<file path="config.mk">
export PLATFORM = sky130hd
export DESIGN_NAME = eth_dst_filter
export DESIGN_NICKNAME = d
export VERILOG_FILES = /design/src/rtl/eaf_pkg.sv /design/src/rtl/eaf_cfg_regs.sv /design/src/rtl/eaf_cam_match.sv /design/src/rtl/eaf_policy.sv /design/src/rtl/eth_dst_filter.sv
export SDC_FILE = /design/constraint.sdc
export NUM_CORES = 2
export LEC_CHECK = 0
export BUFFER_PORTS_ARGS = -buffer_cell sky130_fd_sc_hd__buf_2
export CORE_MARGIN = 2
export CORE_UTILIZATION = 25
export DETAILED_ROUTE_END_ITERATION = 16
export PLACE_DENSITY_LB_ADDON = 0.3
export SLEW_MARGIN = 30
export SYNTH_ARGS = -nofsm -noshare
export SYNTH_HDL_FRONTEND = slang
export SYNTH_SLANG_ARGS = --single-unit
</file>
<file path="constraint.sdc">
create_clock -name clk -period 10.5 [get_ports clk]
set_input_delay 2.1 -clock clk [delete_from_list [all_inputs] [get_ports clk]]
set_output_delay 2.1 -clock clk [all_outputs]
set_load 0.02 [all_outputs]
</file>
<file path="src/rtl/eaf_pkg.sv">
package eaf_pkg;
  localparam int ADDR_BYTES = 6;
  localparam int BYTE_W     = 8;
  localparam int IDX_W      = $clog2(ADDR_BYTES + 1);
  localparam int CFG_AW     = 3;
  localparam logic [CFG_AW-1:0] CTRL_SLOT = CFG_AW'(ADDR_BYTES);

  typedef enum logic [1:0] {
    MC_REJECT = 2'd0,
    MC_ACCEPT = 2'd1,
    MC_TABLE  = 2'd2,
    MC_RSVD   = 2'd3
  } mc_mode_e;
endpackage

</file>
<file path="src/rtl/eaf_cfg_regs.sv">
module eaf_cfg_regs
  import eaf_pkg::*;
#(
  parameter int N_ENT = 8
) (
  input  logic                                    clk,
  input  logic                                    rst_n,
  input  logic                                    we,
  input  logic [CFG_AW-1:0]                       addr,
  input  logic [BYTE_W*N_ENT-1:0]                 wdata,
  input  logic                                    capture,
  output logic [ADDR_BYTES-1:0][BYTE_W*N_ENT-1:0] eff_lanes,
  output logic [N_ENT-1:0]                        eff_en,
  output logic                                    eff_bc_ok,
  output logic                                    eff_hit_keep,
  output mc_mode_e                                eff_mc_mode
);
  localparam int LANE_W = BYTE_W * N_ENT;
  localparam int BC_BIT = N_ENT;
  localparam int PL_BIT = N_ENT + 1;
  localparam int MC_LSB = N_ENT + 2;

  logic [ADDR_BYTES-1:0][LANE_W-1:0] live_lanes, snap_lanes;
  logic [N_ENT-1:0] live_en, snap_en;
  logic             live_bc, snap_bc;
  logic             live_pl, snap_pl;
  mc_mode_e         live_mc, snap_mc;

  for (genvar k = 0; k < ADDR_BYTES; k++) begin : g_lane
    always_ff @(posedge clk) begin
      if (!rst_n) begin
        live_lanes[k] <= '0;
        snap_lanes[k] <= '0;
      end else begin
        if (we && addr == CFG_AW'(k)) live_lanes[k] <= wdata;
        if (capture) snap_lanes[k] <= live_lanes[k];
      end
    end
  end

  always_ff @(posedge clk) begin
    if (!rst_n) begin
      live_en <= '0;
      live_bc <= 1'b0;
      live_pl <= 1'b0;
      live_mc <= MC_REJECT;
      snap_en <= '0;
      snap_bc <= 1'b0;
      snap_pl <= 1'b0;
      snap_mc <= MC_REJECT;
    end else begin
      if (we && addr == CTRL_SLOT) begin
        live_en <= wdata[N_ENT-1:0];
        live_bc <= wdata[BC_BIT];
        live_pl <= wdata[PL_BIT];
        live_mc <= mc_mode_e'(wdata[MC_LSB+1:MC_LSB]);
      end
      if (capture) begin
        snap_en <= live_en;
        snap_bc <= live_bc;
        snap_pl <= live_pl;
        snap_mc <= live_mc;
      end
    end
  end

  // On the start beat the register values are used directly; afterwards the copy.
  always_comb begin
    eff_lanes    = capture ? live_lanes : snap_lanes;
    eff_en       = capture ? live_en    : snap_en;
    eff_bc_ok    = capture ? live_bc    : snap_bc;
    eff_hit_keep = capture ? live_pl    : snap_pl;
    eff_mc_mode  = capture ? live_mc    : snap_mc;
  end
endmodule

</file>
<file path="src/rtl/eaf_cam_match.sv">
module eaf_cam_match
  import eaf_pkg::*;
#(
  parameter int N_ENT = 8
) (
  input  logic                                    clk,
  input  logic                                    rst_n,
  input  logic                                    take,
  input  logic                                    first,
  input  logic [IDX_W-1:0]                        cur_idx,
  input  logic [BYTE_W-1:0]                       rx_byte,
  input  logic [ADDR_BYTES-1:0][BYTE_W*N_ENT-1:0] lanes,
  output logic [N_ENT-1:0]                        match_now,
  output logic                                    bcast_now,
  output logic                                    mcast_now
);
  logic [BYTE_W*N_ENT-1:0] cur_lane;
  logic [N_ENT-1:0]        eq, match_q;
  logic                    bcast_q, mcast_q;

  always_comb begin
    cur_lane = '0;
    for (int k = 0; k < ADDR_BYTES; k++)
      if (cur_idx == IDX_W'(k)) cur_lane = lanes[k];
  end

  for (genvar n = 0; n < N_ENT; n++) begin : g_ent
    assign eq[n] = (rx_byte == cur_lane[n*BYTE_W +: BYTE_W]);
  end

  always_comb begin
    match_now = (first ? {N_ENT{1'b1}} : match_q) & eq;
    bcast_now = (first ? 1'b1 : bcast_q) & (&rx_byte);
    mcast_now = first ? rx_byte[0] : mcast_q;
  end

  always_ff @(posedge clk) begin
    if (!rst_n) begin
      match_q <= '0;
      bcast_q <= 1'b0;
      mcast_q <= 1'b0;
    end else if (take) begin
      match_q <= match_now;
      bcast_q <= bcast_now;
      mcast_q <= mcast_now;
    end
  end
endmodule

</file>
<file path="src/rtl/eaf_policy.sv">
module eaf_policy
  import eaf_pkg::*;
#(
  parameter int N_ENT = 8
) (
  input  logic [N_ENT-1:0] match,
  input  logic [N_ENT-1:0] en,
  input  logic             is_bcast,
  input  logic             is_mcast,
  input  logic             bc_ok,
  input  logic             hit_keep,
  input  mc_mode_e         mc_mode,
  output logic             keep
);
  logic hit, table_keep;

  always_comb begin
    hit        = |(match & en);
    table_keep = hit_keep ? hit : ~hit;
    if (is_bcast) begin
      keep = bc_ok;
    end else if (is_mcast) begin
      case (mc_mode)
        MC_ACCEPT: keep = 1'b1;
        MC_TABLE:  keep = table_keep;
        default:   keep = 1'b0;
      endcase
    end else begin
      keep = table_keep;
    end
  end
endmodule

</file>
<file path="src/rtl/eth_dst_filter.sv">
module eth_dst_filter
  import eaf_pkg::*;
#(
  parameter int N_ENT = 8
) (
  input  logic                    clk,
  input  logic                    rst_n,
  input  logic                    cfg_we,
  input  logic [2:0]              cfg_addr,
  input  logic [BYTE_W*N_ENT-1:0] cfg_wdata,
  input  logic                    in_valid,
  input  logic                    in_sof,
  input  logic                    in_last,
  input  logic [7:0]              in_data,
  output logic                    dec_valid,
  output logic                    dec_accept
);
  localparam logic [IDX_W-1:0] LAST_IDX = IDX_W'(ADDR_BYTES - 1);

  logic                                    in_addr_q;
  logic [IDX_W-1:0]                        idx_q, cur_idx;
  logic                                    take, first, addr_done, short_end;
  logic [ADDR_BYTES-1:0][BYTE_W*N_ENT-1:0] lanes;
  logic [N_ENT-1:0]                        en, match_now;
  logic                                    bc_ok, hit_keep, bcast_now, mcast_now, keep;
  mc_mode_e                                mc_mode;
  logic                                    dv_q, da_q;

  assign first     = in_valid & in_sof;
  assign take      = in_valid & (in_sof | in_addr_q);
  assign cur_idx   = first ? '0 : idx_q;
  assign addr_done = take & (cur_idx == LAST_IDX);
  assign short_end = take & in_last & (cur_idx < LAST_IDX);

  eaf_cfg_regs #(.N_ENT(N_ENT)) cfg_i (
    .clk(clk), .rst_n(rst_n), .we(cfg_we), .addr(cfg_addr), .wdata(cfg_wdata),
    .capture(first), .eff_lanes(lanes), .eff_en(en), .eff_bc_ok(bc_ok),
    .eff_hit_keep(hit_keep), .eff_mc_mode(mc_mode)
  );

  eaf_cam_match #(.N_ENT(N_ENT)) cam_i (
    .clk(clk), .rst_n(rst_n), .take(take), .first(first), .cur_idx(cur_idx),
    .rx_byte(in_data), .lanes(lanes), .match_now(match_now),
    .bcast_now(bcast_now), .mcast_now(mcast_now)
  );

  eaf_policy #(.N_ENT(N_ENT)) pol_i (
    .match(match_now), .en(en), .is_bcast(bcast_now), .is_mcast(mcast_now),
    .bc_ok(bc_ok), .hit_keep(hit_keep), .mc_mode(mc_mode), .keep(keep)
  );

  always_ff @(posedge clk) begin
    if (!rst_n) begin
      in_addr_q <= 1'b0;
      idx_q     <= '0;
      dv_q      <= 1'b0;
      da_q      <= 1'b0;
    end else begin
      if (take) begin
        in_addr_q <= ~addr_done & ~in_last;
        idx_q     <= cur_idx + 1'b1;
      end
      dv_q <= addr_done | short_end;
      da_q <= addr_done & keep;
    end
  end

  assign dec_valid  = dv_q;
  assign dec_accept = da_q;
endmodule

</file>
Word-level counts from Yosys, hierarchy flattened
Cells that the tools add are included.
W data, S select, Z words.
{ "op_classes": {"addsub": 1, "n_lt_le_gt_ge": 1, "eq_ne": 21, "n_mux": 19, "n_bitwise": 15, "reduce_logical": 11} }
{ "ops": {"columns": ["op", "count"], "rows": [
  ["$mux W384", 1],
  ["$mux W64", 6],
  ["$eq A8 B8 Y1", 8],
  ["$and A8 B8 Y8", 2],
  ["$mux W8", 2],
  ["$eq A3 B3 Y1 const B", 5],
  ["$eq A3 B2 Y1 const B", 4],
  ["$and A1 B1 Y1", 8],
  ["$reduce_and A8 Y1", 1],
  ["$reduce_or A8 Y1", 1],
  ["$logic_and A1 B1 Y1", 7],
  ["$mux W1", 7],
  ["$eq A3 B1 Y1 const B", 2],
  ["$logic_not A3 Y1", 2],
  ["$add A3 B1 Y3 const B", 1],
  ["$lt A3 B3 Y1 const B", 1],
  ["$mux W3", 1],
  ["$not A1 Y1", 3],
  ["$eq A2 B1 Y1 const B", 1],
  ["$eq A2 B2 Y1 const B", 1],
  ["$mux W2", 1],
  ["$or A1 B1 Y1", 2],
  ["$pmux W1 S2", 1]
]} }
{ "word_totals": {"regBits": 808, "input_bits": 81} }

Longest topological paths before layout
{ "depth": {"ltp_word": 19, "ltp_mapped": 26} }

Hierarchy
From an unflattened synthesis, not the netlist that was laid out.
{ "unflattened": {"cells_unflattened": 3311, "hier_area_um2": 36572.6} }
{ "modules_own_cells": {"columns": ["mod", "instances", "cells_per_inst", "area_each_um2", "seq_area_each_um2"], "rows": [
  ["eaf_cfg_regs", 1, 2629, 31012.2, 15855.2],
  ["eaf_cam_match", 1, 637, 5162.5, 200.2],
  ["eth_dst_filter", 1, 31, 289.0, 120.1],
  ["eaf_policy", 1, 14, 108.9, 0.0]
]} }

Worst setup path after synthesis
Ideal clock, no wire load.
{ "synth_path": {"path_type": "input to register", "startpoint": "in in_valid", "endpoint": "reg da_q (netlist: dec_accept)", "arrival_ps": 6661, "path_slack_ps": 3713, "cell_stages": 23, "path_cell_list": "nand2_2 buf_6 buf_6 buf_2 buf_4 buf_4 buf_1 clkbuf_1 clkbuf_1 nand2_1 inv_1 ha_1 clkbuf_1 nand2b_1 nor2_2 nand3_1 and3_1 mux2_2 o31a_1 or4_1 o221ai_1 o31a_1 nor3_2"} }
{ "synth_via": {"elab_chain_cells": 19, "word_cells_on_any_way": 44} }
{ "synth_lines": {"columns": ["element", "line", "source"], "rows": [
  ["from (decl)", "eth_dst_filter.sv:11", "input logic in_valid,"],
  ["$and A1 B1 Y1", "eth_dst_filter.sv:29", "assign first = in_valid & in_sof;"],
  ["$mux W3", "eth_dst_filter.sv:31", "assign cur_idx = first ? '0 : idx_q;"],
  ["$logic_not A3 Y1", "eaf_cam_match.sv:24", "if (cur_idx == IDX_W'(k)) cur_lane = lanes[k];"],
  ["$mux W64 (6 in series)", "eaf_cam_match.sv:24", null],
  ["$eq A8 B8 Y1", "eaf_cam_match.sv:28", "assign eq[n] = (rx_byte == cur_lane[n*BYTE_W +: BYTE_W]);"],
  ["$and A8 B8 Y8", "eaf_cam_match.sv:32", "match_now = (first ? {N_ENT{1'b1}} : match_q) & eq;"],
  ["$and A8 B8 Y8", "eaf_policy.sv:18", "hit = |(match & en);"],
  ["$reduce_or A8 Y1", "eaf_policy.sv:18", null],
  ["$not A1 Y1", "eaf_policy.sv:19", "table_keep = hit_keep ? hit : ~hit;"],
  ["$mux W1", "eaf_policy.sv:19", null],
  ["$pmux W1 S2", "eaf_policy.sv:23", "case (mc_mode)"],
  ["$mux W1", "eaf_policy.sv:22", "end else if (is_mcast) begin"],
  ["$mux W1", "eaf_policy.sv:20", "if (is_bcast) begin"],
  ["$and A1 B1 Y1 *", "eth_dst_filter.sv:64", "da_q <= addr_done & keep;"],
  ["to (signal assigned)", "eth_dst_filter.sv:64", null],
  ["to (decl)", "eth_dst_filter.sv:27", "logic dv_q, da_q;"]
]} }
Mark *: on every way between the ends. The rest lies on a longest branch, timed or not.
A chain may end at the register's enable or synchronous reset.

Worst setup path after layout
Same ends and word-level chain as after synthesis.

==> flow_metrics.tcl <==
set metrics [dict create \
    run_status "completed" \
    die-area_um2 145000 \
    worstRegToRegCells 13 \
    tightest_slew_ns 1.05 \
    worst-path-buf-inv 3 \
    rsz0062_at_grt "no" \
    critPathCaptureType "register" \
    timing.final.crit_share_pct 66.1 \
    clkTransAtPathRegs_ns 0.06 \
    fin_util_pct 28.8 \
    cts-resized-gates 0 \
    core_area_um2 141000 \
    worstPathCellList "buf_2, a21boi_4, inv_2, ha_4, inv_1, a21oi_2, a2bb2oi_1, and3_1, mux2_2, o31a_1, or4_1, o221ai_1, o31a_1, nor3_2" \
    worst-path-stages 14 \
    viasPerCell 4.94 \
    synth-seq-cells 808 \
    tritoncts "done" \
    tns_ns 0 \
    initial_core_util_pct 25.1 \
    syn2layout_area_growth_pct 14.5 \
    root_buffer "clkbuf_16" \
    yosysSeqAreaShare_pct 45.7 \
    timing.hold.ws_ns 0.452 \
    drtAntennaViolNets 0 \
    cts_setup_buffers 0 \
    cts_sinks 808 \
    wl_um 133000 \
    syn_inst 4206 \
    fin_skew_ns 0.0265 \
    clkLatencyLatePin_ns 0.67 \
    power_mw 7.03 \
    p_per_area_nw_per_um2 173 \
    gp_congestion 0.883 \
    clock.fmax_mhz 144 \
    synth_cell_type_count 87 \
    p_sw_share_pct 25.3 \
    num_io_pins 83 \
    cap_violations 0 \
    cpMaxStageDelayCell "ha_4" \
    cp_max_fo 64 \
    critPathLaunchType "primary input" \
    multiInputGateArea_um2 17900 \
    io_buffers 82 \
    syn-cell-area_um2 35400 \
    drc 0 \
    final_max_slew_viol_count 0 \
    antenna_found_initial 13 \
    fin_nets 4187 \
    leakagePower_nw 13.9 \
    seqCellArea_um2 16200 \
    reg2reg_setup_slack_ns 4.73 \
    cts.path.max_buffers 3 \
    track_usage_pct 17.8 \
    grt_pass1_wl_um 196000 \
    avgSynthCellArea_um2 8.42 \
    gr-total-overflow 0 \
    crit_family "compound AO/OA/AOI/OAI gates" \
    wl_per_cell_um 21.9 \
    ys_async_sr_fraction_pct 0 \
    hp-start "cam_i.match_q[6]" \
    setup_viol 0 \
    reg2reg_to "dec_accept" \
    die_w_um 380 \
    ir_drop_mv 0.111 \
    grt_pass1_vias 28400 \
    crit_start "in_valid" \
    clkPwrFrac_pct 46.5 \
    dp_hpwl_um 80700 \
    power.switching_mw 1.78 \
    drive_gt1_share_pct 8.49 \
    layout_setup_ws_ns 3.56 \
    postPlaceCellArea_um2 37500 \
    fin_crit_ns 6.94 \
    internal_power_mw 5.25 \
    vias 30000 \
    htree_num_levels 3 \
    synth_warnings 0 \
    dpl_worst_slack_ns 2.96 \
    endpoint "dec_accept" \
    fill_cells 15000 \
    cp_common_cell "o31a_1" \
    dp.cells 5899 \
    pwr-share-seq_pct 44.6 \
    r2r-start "idx_q[2]" \
    die_y_um 380 \
    numCtsBuffers 89 \
    final_hold_viol_count 0 \
    dr.pass1.iters 6 \
    critical_path.max_stage_delay_ns 0.94 \
    critical_path_required_ns 11.05 \
    criticalPathCategory "in2reg" \
    row_count 138 \
    instances_no_fill 6062 \
    cts_hold_buf 0 \
    synthFlopType "dfxtp_1" \
    synth_edf_count 0 \
    maxSlewHeadroom_pct 30.1 \
    hold_class "reg2reg" \
    grt_max_degree 250 \
    comb_power_share_pct 8.9 \
    cp_data_arrival_time_ns 7.49 \
    synthesis.nets 4292 \
    drtIter0Drc 2709 \
    design_area_um2 40600 \
]
registers in the layout, indices dropped and copies added, names as in the netlist:
| name | flops |
|---|---|
| cfg_i.snap_lanes | 384 |
| cfg_i.snap_pl | 1 |
| cam_i.mcast_q | 1 |
| cfg_i.snap_en | 8 |
| dec_valid | 1 |
| cam_i.match_q | 8 |
| cfg_i.live_mc | 2 |
| dec_accept | 1 |
| idx_q | 3 |
| cam_i.bcast_q | 1 |
| cfg_i.snap_mc | 2 |
| in_addr_q | 1 |
| cfg_i.live_en | 8 |
| cfg_i.live_bc | 1 |
| cfg_i.snap_bc | 1 |
| cfg_i.live_pl | 1 |
| cfg_i.live_lanes | 384 |
layout by cell type (no fill, tap or decap), types with 18 or more instances in the layout:
master / instances
buf_4: 56
mux2i_1: 166
a21oi_1: 52
o21ai_0: 52
a21boi_0: 606
dfxtp_1: 808
clkbuf_1: 22
a31oi_1: 21
a211oi_1: 24
nand3_1: 29
nand2_1: 1299
nor2_1: 50
nor3_1: 25
a221oi_1: 25
o211ai_1: 24
clkbuf_16: 93
o22ai_1: 31
clkbuf_8: 23
inv_1: 24
buf_2: 81
and3_1: 29
xnor2_1: 19
and2_1: 49
a22oi_1: 45
mux2_2: 26
nand4_1: 20
o21a_1: 18
nor2b_1: 157
cell usage after synthesis, drive strengths merged, types with 29 or more instances:
library cell	number	area [um^2]
o21ai	54	274
and3	30	188
nor3	29	150
nor2b	157	982
nor2	57	219
o22ai	31	194
and2	50	313
nand2	1304	4900
dfxtp	808	16200
mux2i	166	1660
a21oi	58	298
a22oi	45	338
buf	82	516
clkbuf	259	972
nand3	32	160
a21boi	608	4570
area by class of cell:
type,count,share of cell area (%)
Multi-Input combinational cell,3030,44.1
Sequential cell,808,39.9
Clock buffer,138,6.72
Tap cell,1890,5.83
Timing Repair Buffer,145,2.49
Clock inverter,23,0.750
Inverter,27,0.250
Antenna cell,1,0.00617
metal layers:
layer,track usage (%),vias to the layer above,wire length [um]
li1,-,14200,-
met1,24.7,14600,61100
met2,28.1,963,59400
met3,2.53,245,7990
met4,6.10,18,4340
met5,0,-,123
power groups by stage:
| stage | Sequential [mW] | Combinational, mW | Clock [mW] |
|---|---|---|---|
| floorplan | 3.19 | 0.362 | 0 |
| global placement | 3.20 | 0.601 | 0 |
| detailed placement | 3.20 | 0.612 | 0 |
| CTS | 3.14 | 0.614 | 3.32 |
| global route | 3.14 | 0.656 | 3.44 |
| finish | 3.14 | 0.624 | 3.27 |
tightest hold or removal path, delay by kind of cell (launching register included):
family           cells  cell delay (ns)
flip-flops           1             0.31
AO/OA/AOI/OAI        1             0.05
AND/OR/NAND/NOR      1             0.05
cells by family after synthesis:
family	share of synthesized area (%)
buffers and inverters	4.49
AO/OA/AOI/OAI	22.6
adder cells (fa/ha/maj)	0.177
multiplexers	5.52
AND/OR/NAND/NOR	21.0
flip-flops	45.7
XOR/XNOR	0.618
worst min path at each step:
stage                            end  slack (ns)  cells past startpoint
floorplan           cam_i.match_q[6]        0.43                      2
CTS                 cam_i.match_q[6]        0.45                      2
finish              cam_i.match_q[6]        0.45                      2
global placement    cam_i.match_q[6]        0.43                      2
detailed placement  cam_i.match_q[6]        0.45                      2
global route        cam_i.match_q[6]        0.47                      2
Note: power is estimated with default switching activity, not from simulation.
